===== src/rtl/otp_seq_pkg.sv =====
package otp_seq_pkg;
  typedef enum logic [1:0] {
    S_IDLE = 2'd0,
    S_PROG = 2'd1,
    S_VFY  = 2'd2,
    S_CHK  = 2'd3
  } seq_state_e;
endpackage


===== src/rtl/otp_phase_timer.sv =====
module otp_phase_timer #(
  parameter int TW = 4
) (
  input  logic          clk,
  input  logic          rst_n,
  input  logic          run_i,
  input  logic [TW-1:0] term_i,
  output logic          last_o
);
  logic [TW-1:0] cnt_q, cnt_d;

  assign last_o = run_i && (cnt_q == term_i);

  always_comb begin
    cnt_d = cnt_q;
    if (!run_i || last_o) cnt_d = '0;
    else                  cnt_d = cnt_q + 1'b1;
  end

  always_ff @(posedge clk or negedge rst_n) begin
    if (!rst_n) cnt_q <= '0;
    else        cnt_q <= cnt_d;
  end

  // the count never passes the terminal value while running
  p_cnt_bound_r4: assert property (@(posedge clk) disable iff (!rst_n)
    run_i |-> cnt_q <= term_i);
endmodule


===== src/rtl/otp_try_counter.sv =====
module otp_try_counter #(
  parameter int MAX_TRY = 10,
  localparam int CW = $clog2(MAX_TRY + 1)
) (
  input  logic clk,
  input  logic rst_n,
  input  logic clr_i,
  input  logic inc_i,
  output logic at_limit_o
);
  localparam logic [CW-1:0] LIMIT = CW'(MAX_TRY);
  logic [CW-1:0] cnt_q, cnt_d;

  assign at_limit_o = (cnt_q == LIMIT);

  always_comb begin
    cnt_d = cnt_q;
    if (clr_i)                     cnt_d = '0;
    else if (inc_i && !at_limit_o) cnt_d = cnt_q + 1'b1;
  end

  always_ff @(posedge clk or negedge rst_n) begin
    if (!rst_n) cnt_q <= '0;
    else        cnt_q <= cnt_d;
  end

  p_try_bound_r5: assert property (@(posedge clk) disable iff (!rst_n)
    cnt_q <= LIMIT);
  p_no_inc_past_r5: assert property (@(posedge clk) disable iff (!rst_n)
    at_limit_o && !clr_i |=> at_limit_o);
endmodule


===== src/rtl/otp_prog_seq.sv =====
module otp_prog_seq
  import otp_seq_pkg::*;
#(
  parameter int ADDR_W    = 13,
  parameter int DATA_W    = 8,
  parameter int PULSE_CYC = 4096,
  parameter int RD_CYC    = 2,
  parameter int MAX_TRY   = 10
) (
  input  logic              clk,
  input  logic              rst_n,
  input  logic              start_i,
  input  logic [ADDR_W-1:0] last_addr_i,
  output logic [ADDR_W-1:0] img_addr_o,
  input  logic [DATA_W-1:0] img_data_i,
  output logic              mem_en_o,
  output logic              mem_rnw_o,
  output logic [ADDR_W-1:0] mem_addr_o,
  output logic [DATA_W-1:0] mem_wdata_o,
  input  logic [DATA_W-1:0] mem_rdata_i,
  output logic              hv_req_o,
  output logic              busy_o,
  output logic              pass_o,
  output logic              fail_o
);
  localparam int TMAX = (PULSE_CYC > RD_CYC) ? PULSE_CYC : RD_CYC;
  localparam int TW   = $clog2(TMAX + 1);
  localparam logic [TW-1:0]     PULSE_TERM = TW'(PULSE_CYC - 1);
  localparam logic [TW-1:0]     READ_TERM  = TW'(RD_CYC - 1);
  localparam logic [ADDR_W-1:0] A_ONE      = ADDR_W'(1);

  seq_state_e        state_q, state_d;
  logic [ADDR_W-1:0] addr_q, addr_d;
  logic              pass_q, pass_d, fail_q, fail_d;
  logic              ph_last, try_clr, try_inc, try_full;
  logic              is_prog, is_vfy, is_chk, match, at_end;

  assign is_prog = (state_q == S_PROG);
  assign is_vfy  = (state_q == S_VFY);
  assign is_chk  = (state_q == S_CHK);
  assign match   = (mem_rdata_i == img_data_i);
  assign at_end  = (addr_q == last_addr_i);

  otp_phase_timer #(.TW(TW)) u_tmr (
    .clk(clk), .rst_n(rst_n), .run_i(busy_o),
    .term_i(is_prog ? PULSE_TERM : READ_TERM), .last_o(ph_last));

  otp_try_counter #(.MAX_TRY(MAX_TRY)) u_try (
    .clk(clk), .rst_n(rst_n), .clr_i(try_clr), .inc_i(try_inc),
    .at_limit_o(try_full));

  always_comb begin
    state_d = state_q;
    addr_d  = addr_q;
    pass_d  = pass_q;
    fail_d  = fail_q;
    try_clr = 1'b0;
    try_inc = 1'b0;
    unique case (state_q)
      S_IDLE: if (start_i) begin
        addr_d  = '0;
        pass_d  = 1'b0;
        fail_d  = 1'b0;
        try_clr = 1'b1;
        state_d = S_PROG;
      end
      S_PROG: if (ph_last) begin
        try_inc = 1'b1;
        state_d = S_VFY;
      end
      S_VFY: if (ph_last) begin
        if (match) begin
          try_clr = 1'b1;
          if (at_end) begin
            addr_d  = '0;
            state_d = S_CHK;
          end else begin
            addr_d  = addr_q + A_ONE;
            state_d = S_PROG;
          end
        end else if (try_full) begin
          fail_d  = 1'b1;
          state_d = S_IDLE;
        end else begin
          state_d = S_PROG;
        end
      end
      S_CHK: if (ph_last) begin
        if (!match) begin
          fail_d  = 1'b1;
          state_d = S_IDLE;
        end else if (at_end) begin
          pass_d  = 1'b1;
          state_d = S_IDLE;
        end else begin
          addr_d  = addr_q + A_ONE;
        end
      end
      default: state_d = S_IDLE;
    endcase
  end

  always_ff @(posedge clk or negedge rst_n) begin
    if (!rst_n) begin
      state_q <= S_IDLE;
      addr_q  <= '0;
      pass_q  <= 1'b0;
      fail_q  <= 1'b0;
    end else begin
      state_q <= state_d;
      addr_q  <= addr_d;
      pass_q  <= pass_d;
      fail_q  <= fail_d;
    end
  end

  assign busy_o      = (state_q != S_IDLE);
  assign hv_req_o    = is_prog || is_vfy;
  assign mem_en_o    = busy_o;
  assign mem_rnw_o   = !is_prog;
  assign mem_addr_o  = addr_q;
  assign img_addr_o  = addr_q;
  assign mem_wdata_o = img_data_i;
  assign pass_o      = pass_q;
  assign fail_o      = fail_q;

  p_flags_excl_r8: assert property (@(posedge clk) disable iff (!rst_n)
    !(pass_o && fail_o));
  p_hv_prog_r2: assert property (@(posedge clk) disable iff (!rst_n)
    mem_en_o && !mem_rnw_o |-> hv_req_o);
  p_prog_to_vfy_r3: assert property (@(posedge clk) disable iff (!rst_n)
    is_prog && !mem_rnw_o && ph_last |=> mem_en_o && mem_rnw_o && hv_req_o);
  p_addr_bound_r9: assert property (@(posedge clk) disable iff (!rst_n)
    busy_o |-> addr_q <= last_addr_i);
  p_chk_lowv_r6: assert property (@(posedge clk) disable iff (!rst_n)
    is_chk |-> !hv_req_o && mem_rnw_o);
  p_end_flag_r7: assert property (@(posedge clk) disable iff (!rst_n)
    $fell(busy_o) |-> pass_o || fail_o);
  p_start_busy_r8: assert property (@(posedge clk) disable iff (!rst_n)
    busy_o && start_i && !ph_last |=> $stable(addr_q));
endmodule


===== config.mk =====
export PLATFORM = sky130hd
export DESIGN_NAME = otp_prog_seq
export DESIGN_NICKNAME = d
export VERILOG_FILES = /design/src/rtl/otp_seq_pkg.sv /design/src/rtl/otp_phase_timer.sv /design/src/rtl/otp_try_counter.sv /design/src/rtl/otp_prog_seq.sv
export SDC_FILE = /design/constraint.sdc
export NUM_CORES = 1
export LEC_CHECK = 0
export BUFFER_PORTS_ARGS = -buffer_cell sky130_fd_sc_hd__buf_2
export CAP_MARGIN = 0
export CORE_ASPECT_RATIO = 0.75
export CORE_UTILIZATION = 55
export DETAILED_ROUTE_END_ITERATION = 10
export HOLD_SLACK_MARGIN = 0.02
export PLACE_DENSITY = 0.86
export RECOVER_POWER = 100
export SLEW_MARGIN = 25
export SYNTH_ARGS = -nofsm -noshare
export SYNTH_HDL_FRONTEND = slang
export SYNTH_HIERARCHICAL = 1
export SYNTH_SLANG_ARGS = --single-unit

===== constraint.sdc =====
create_clock -name clk -period 6.8 [get_ports clk]
set_input_delay 1.02 -clock clk [delete_from_list [all_inputs] [get_ports clk]]
set_output_delay 1.02 -clock clk [all_outputs]
set_load 0.01 [all_outputs]

Yosys cells after proc, flatten, opt, wreduce, memory -nomap -nowiden
Cells that the tools add are included.

Bits in registers: 34. Bits in latches: 0. Memory bits (writable): 0. Memory bits (read-only): 0. Output and inout bits: 40. Memories kept: 0.

$add $sub $neg: 3. $mul: 0. Divide/modulo/power cells: 0. Order comparisons: 0. Equal/unequal tests: 19. Shift-type cells: 0. Multiplexer cells: 39. Bitwise gates (word level): 0. Reductions and logical operators: 16.

Operator list (number): 2-to-1 mux 13 bit (8); case mux 13 bit (3 select lines) (1); adder 13 x 1 -> 13 bit (second input constant) (2); 2-to-1 mux 2 bit (8); 2-to-1 mux 1 bit (15); != test 2 x 1 -> 1 bit (second input constant) (7); AND reduction 7 bit (2); == test 13 x 12 -> 1 bit (1); == test 13 bit (1); 2-to-1 mux 12 bit (1); AND reduction 5 bit (2); == test 8 bit (1); 2-to-1 mux 4 bit (2); != test 2 bit (second input constant) (4); case mux 2 bit (4 select lines) (1); nonzero test 2 bit (3); adder 4 x 1 -> 4 bit (second input constant) (1); == test 2 bit (second input constant) (2); == test 4 bit (second input constant) (1); case mux 1 bit (2 select lines) (2); logical NOT 1 bit (3); != test 3 x 2 -> 1 bit (second input constant) (1); case mux 1 bit (3 select lines) (1); nonzero test 3 bit (1); 4 further kinds (6).

Depth between registers and ports, before layout
Depth in word-level cells: 9. Mapped depth: 11. Mapped depth without buffers: 10.

By module
The synthesis kept the hierarchy.

Modules (own cells, without submodules): otp_prog_seq (times used 1, cells each 178, area each 1575.3 um2, sequential area each 425.4 um2); otp_phase_timer (times used 1, cells each 84, area each 837.1 um2, sequential area each 325.3 um2); otp_try_counter (times used 1, cells each 23, area each 231.5 um2, sequential area each 100.1 um2).

Worst setup path before layout
No wires, ideal clock.

Kind: reg2reg. Start point: register state_q[1]. End point: register addr_q[11], in the netlist img_addr_o[11]. Setup time: 0.126 ns. Arrival: 2.958 ns. Slack: 3.716 ns. Cell stages (with the launch flop): 12. Path buffers: 1. Path through: dfrtp_1 -> inv_1 -> ha_1 -> xnor2_1 -> nand4_1 -> nor4_4 -> and2_2 -> o211a_2 -> nand3_1 -> a2bb2oi_2 -> buf_6 -> a221o_1.

Longest elaborated chain between the ends: 6. Elaborated cells on any way between the ends: 17.

RTL lines: start, declared (line otp_prog_seq.sv:32) `seq_state_e state_q, state_d;`; start signal, assigned (line otp_prog_seq.sv:110) `state_q <= state_d;`; == test 2 x 1 -> 1 bit (*) (line otp_prog_seq.sv:38) `assign is_prog = (state_q == S_PROG);`; named net is_prog (line otp_prog_seq.sv:36) `logic is_prog, is_vfy, is_chk, match, at_end;`; 2-to-1 mux 12 bit (*) (line otp_prog_seq.sv:46) `.term_i(is_prog ? PULSE_TERM : READ_TERM), .last_o(ph_last));`; == test 13 x 12 -> 1 bit (*) (line otp_phase_timer.sv:12) `assign last_o = run_i && (cnt_q == term_i);`; logical AND 1 bit (*) (line otp_phase_timer.sv:12); named net ph_last (line otp_prog_seq.sv:35) `logic ph_last, try_clr, try_inc, try_full;`; != test 2 x 1 -> 1 bit (no line); AND reduction 7 bit (no line) (*); end signal, assigned (line otp_prog_seq.sv:111) `addr_q <= addr_d;`; end, declared (line otp_prog_seq.sv:33) `logic [ADDR_W-1:0] addr_q, addr_d;`.

Mark *: on every way through the listed nets, which the timed path passes. The rest lies on a longest branch. A chain may end at the register's enable or synchronous reset.

Final worst setup path
Start point: register state_q[1]. End point: register addr_q[8], in the netlist img_addr_o[8].

The elaborated chain is that of the path after synthesis.

==> results.yml <==
worst_setup_path:
  end_kind: "flip-flop"
  path_class: "reg -> reg"
  cp_common_cell: "nand3_1"
  rrSetupSlack_ns: 2.02
  critical_path_arrival_ns: 4.95
  cp-start-kind: "flip-flop"
  cp_max_fo: 14
  required_ns: 6.97
  slowest_stage: "nor4_1"
  cpPeakStageDelay_ns: 1.58
  path_cells: "inv_1 -> ha_1 -> xnor2_1 -> nand3_1 -> nor4_1 -> and2_0 -> o211a_2 -> nand3_1 -> a2bb2oi_1 -> a221o_1"
power_and_ir_drop:
  p_per_area_nw_per_um2: 261
  ir_drop_mv: 0.169
  leakagePower_nw: 1.25
floorplan:
  die_w_um: 82.1
  ios: 72
  coreArea_um2: 4550
  die_height_um: 62.0
  start_util: 0.582
  die_area_um2: 5090
  fp-row-count: 21
final_layout:
  synthToLayoutAreaGrowth_pct: 8.90
  multi_input_comb_area_um2: 1510
  post-route-util: 0.633
  regArea_um2: 851
  fin_nets: 374
  final_cells: 392
  fill_cells: 398
  drive_above_1_share: 0.149
  antennaDiodeCount: 0
  design_area_um2: 2880
global_routing:
  grt_pass1_vias: 1889
  grt.total_usage: 0.226
  antenna_found_initial: 0
  overflow: 0
  grt_pass1_wl_um: 8670
  grt_max_degree: 35
timing:
  min_period_ns: 4.78
  finalSetupViolations: 0
  report.final.slew_viol_count: 50
  fin_setup_tns_ns: 0
  clock-skew-final_ns: 0.00685
  min_period_over_period: 0.703
  tightest_slew_ns: 1.95
  slew_headroom: -0.314
  hold_viol_final: 0
  grt_setup_unrepaired: "no"
  max_freq_mhz: 209
  fin_ws_ns: 2.02
route:
  wire_per_inst_um: 13.9
  wl_um: 5430
  first_pass_iters: 5
  ant_nets: 0
  viasPerCell: 5.66
  drc: 0
  vias: 2219
  drt-initial-drc-count: 121
yosys:
  synth_edf_count: 0
  synthCells: 285
  syn_area_per_cell_um2: 9.28
  syn_nets: 325
  synth_cell_type_count: 49
  ys_warn_count: 6
  ys.flop_type: "dfrtp_1"
  async_flop_share: 1.00
  ys_ff_latch: 34
  syn_area_um2: 2640
  seq_area_frac_synth: 0.322
cts:
  cts_sinks: 34
  post-cts-setup-buffers: 0
  clockRootBuffer: "clkbuf_8"
  clk_latency_ns: 0.29
  cts_tree: "built"
  clkTransAtPathRegs_ns: 0.07
  cts_resized: 0
  cts_hold_buf: 0
  cts_made_buffers: 5
  cts_htree_levels: 2
  cts_max_path_buffers: 2
placement:
  io_buffers: 71
  globalplace.congestion: 0.793
  dp_cells: 384
  placed_area_um2: 2850
  place_ws_ns: 3.11
  dpl.hpwl_um: 4110
status:
  status: "complete, but fails checks"
  violations: "max-capacitance violations, max-slew violations"
hold_path:
  hold_class: "reg -> reg"
job:
  maxCapViolCount: 2
[kinds of logic (layout without fill, tap and decap cells)]
| family | after synthesis | in the layout | synth area share |
|---|---|---|---|
| flops | 34 | 34 | 0.322 |
| simple gates | 117 | 117 | 0.258 |
| compound gates | 33 | 33 | 0.103 |
| mux | 7 | 7 | 0.0303 |
| xor+xnor | 45 | 45 | 0.149 |
| buf+inv | 39 | 89 | 0.0970 |
| fa+ha+maj | 8 | 8 | 0.0379 |
| other cells | 2 | 2 | 0.00284 |
[worst max-delay path, delay by kind of cell, from the launching register on]
kind            cells  cell delay (ns)
simple gates        4             2.26
flops               1             0.42
compound gates      3             1.06
xor+xnor            1             0.19
fa+ha+maj           1             0.59
buf+inv             1             0.13
[layout make-up]
cell class | count | share of cell area
inverters | 10 | 0.0130
repair buffers | 71 | 0.106
multi-input cells | 212 | 0.523
clock inverters | 3 | 0.0139
well taps | 57 | 0.0248
clock buffers | 5 | 0.0239
flip-flops and latches | 34 | 0.296
[per-stage QoR]
step,power (mW),hold WS [ns]
2_1_floorplan,0.527,0.494
5_1_grt,0.801,0.582
3_5_place_dp,0.586,0.525
4_1_cts,0.769,0.548
3_3_place_gp,0.576,0.518
6_report,0.751,0.547
[flip-flops by register name, indices dropped and copies added, names as in the netlist]
name / count
fail_o: 1
img_addr_o: 13
pass_o: 1
state_q: 2
u_tmr/cnt_q: 13
u_try/cnt_q: 4
[cell usage in the layout, fill, tap and decap left out, types with 3 or more instances in the layout]
| cell type | count |
|---|---|
| nand2_1 | 23 |
| clkbuf_8 | 5 |
| nor2_1 | 24 |
| inv_1 | 10 |
| nor2b_1 | 3 |
| mux2i_1 | 5 |
| dfrtp_1 | 34 |
| nor3b_1 | 8 |
| a221o_1 | 11 |
| and3_1 | 9 |
| and4_1 | 4 |
| clkbuf_1 | 41 |
| a21oi_1 | 5 |
| nor4_2 | 4 |
| nand3_1 | 8 |
| nor3_1 | 9 |
| ha_1 | 8 |
| buf_2 | 30 |
| nand4_1 | 7 |
| xnor2_1 | 30 |
| xor2_1 | 15 |
| o21ai_0 | 3 |
| nand3_2 | 3 |
| a31oi_1 | 3 |
| nor4_1 | 3 |
[cell usage after synthesis, types with 2 or more instances]
| library cell | n | share of area |
|---|---|---|
| inv_1 | 10 | 0.014 |
| a21oi_1 | 5 | 0.0095 |
| clkbuf_1 | 2 | 0.0028 |
| mux2_4 | 2 | 0.011 |
| xnor2_1 | 30 | 0.099 |
| nand2b_1 | 2 | 0.0047 |
| buf_6 | 3 | 0.013 |
| mux2i_1 | 5 | 0.019 |
| nor3b_1 | 8 | 0.023 |
| a221o_1 | 11 | 0.042 |
| nand3_1 | 8 | 0.015 |
| xor2_1 | 15 | 0.050 |
| nor3_1 | 9 | 0.017 |
| nand4_1 | 7 | 0.017 |
| nor4_1 | 2 | 0.0047 |
| or3_1 | 2 | 0.0047 |
| nand2_1 | 23 | 0.033 |
| buf_4 | 23 | 0.065 |
| nand3_2 | 3 | 0.011 |
| dfrtp_1 | 34 | 0.32 |
| nor2_1 | 24 | 0.034 |
| o21ai_0 | 3 | 0.0057 |
| and3_1 | 9 | 0.021 |
| and4_1 | 4 | 0.013 |
| nor4_2 | 4 | 0.019 |
| a41oi_1 | 2 | 0.0066 |
| a31oi_1 | 3 | 0.0071 |
| ha_1 | 8 | 0.038 |
| conb_1 | 2 | 0.0028 |
| nor2b_1 | 3 | 0.0071 |
[routing by layer]
metal	vias to the layer above	track usage	part of all wire	wire length, µm
met5	-	0	0	0
li1	1083	-	-	-
met1	1047	0.314	0.50	2720
met4	0	0.0752	0.015	82
met3	6	0.0423	0.053	290
met2	83	0.357	0.43	2340
[final timing paths]
path	startpoint	to	depth (start not counted)
setup / recovery	state_q[1]	img_addr_o[8]	10
hold / removal	u_try/cnt_q[3]	u_try/cnt_q[3]	2
setup reg to reg	state_q[1]	img_addr_o[8]	10
hold reg to reg	u_try/cnt_q[3]	u_try/cnt_q[3]	2
max in group asynchronous	rst_n	img_addr_o[1]	1
min in group asynchronous	rst_n	u_tmr/cnt_q[8]	1
[power breakdown]
group / internal (mW) / switching, mW / total, mW / leakage, nW
registers: 0.222 / 0.0277 / 0.250 / 0.466
logic: 0.125 / 0.193 / 0.318 / 0.724
clock network: 0.108 / 0.0755 / 0.183 / 0.0579
total: 0.455 / 0.296 / 0.751 / 1.25
Power figures use the tool's default switching activity.
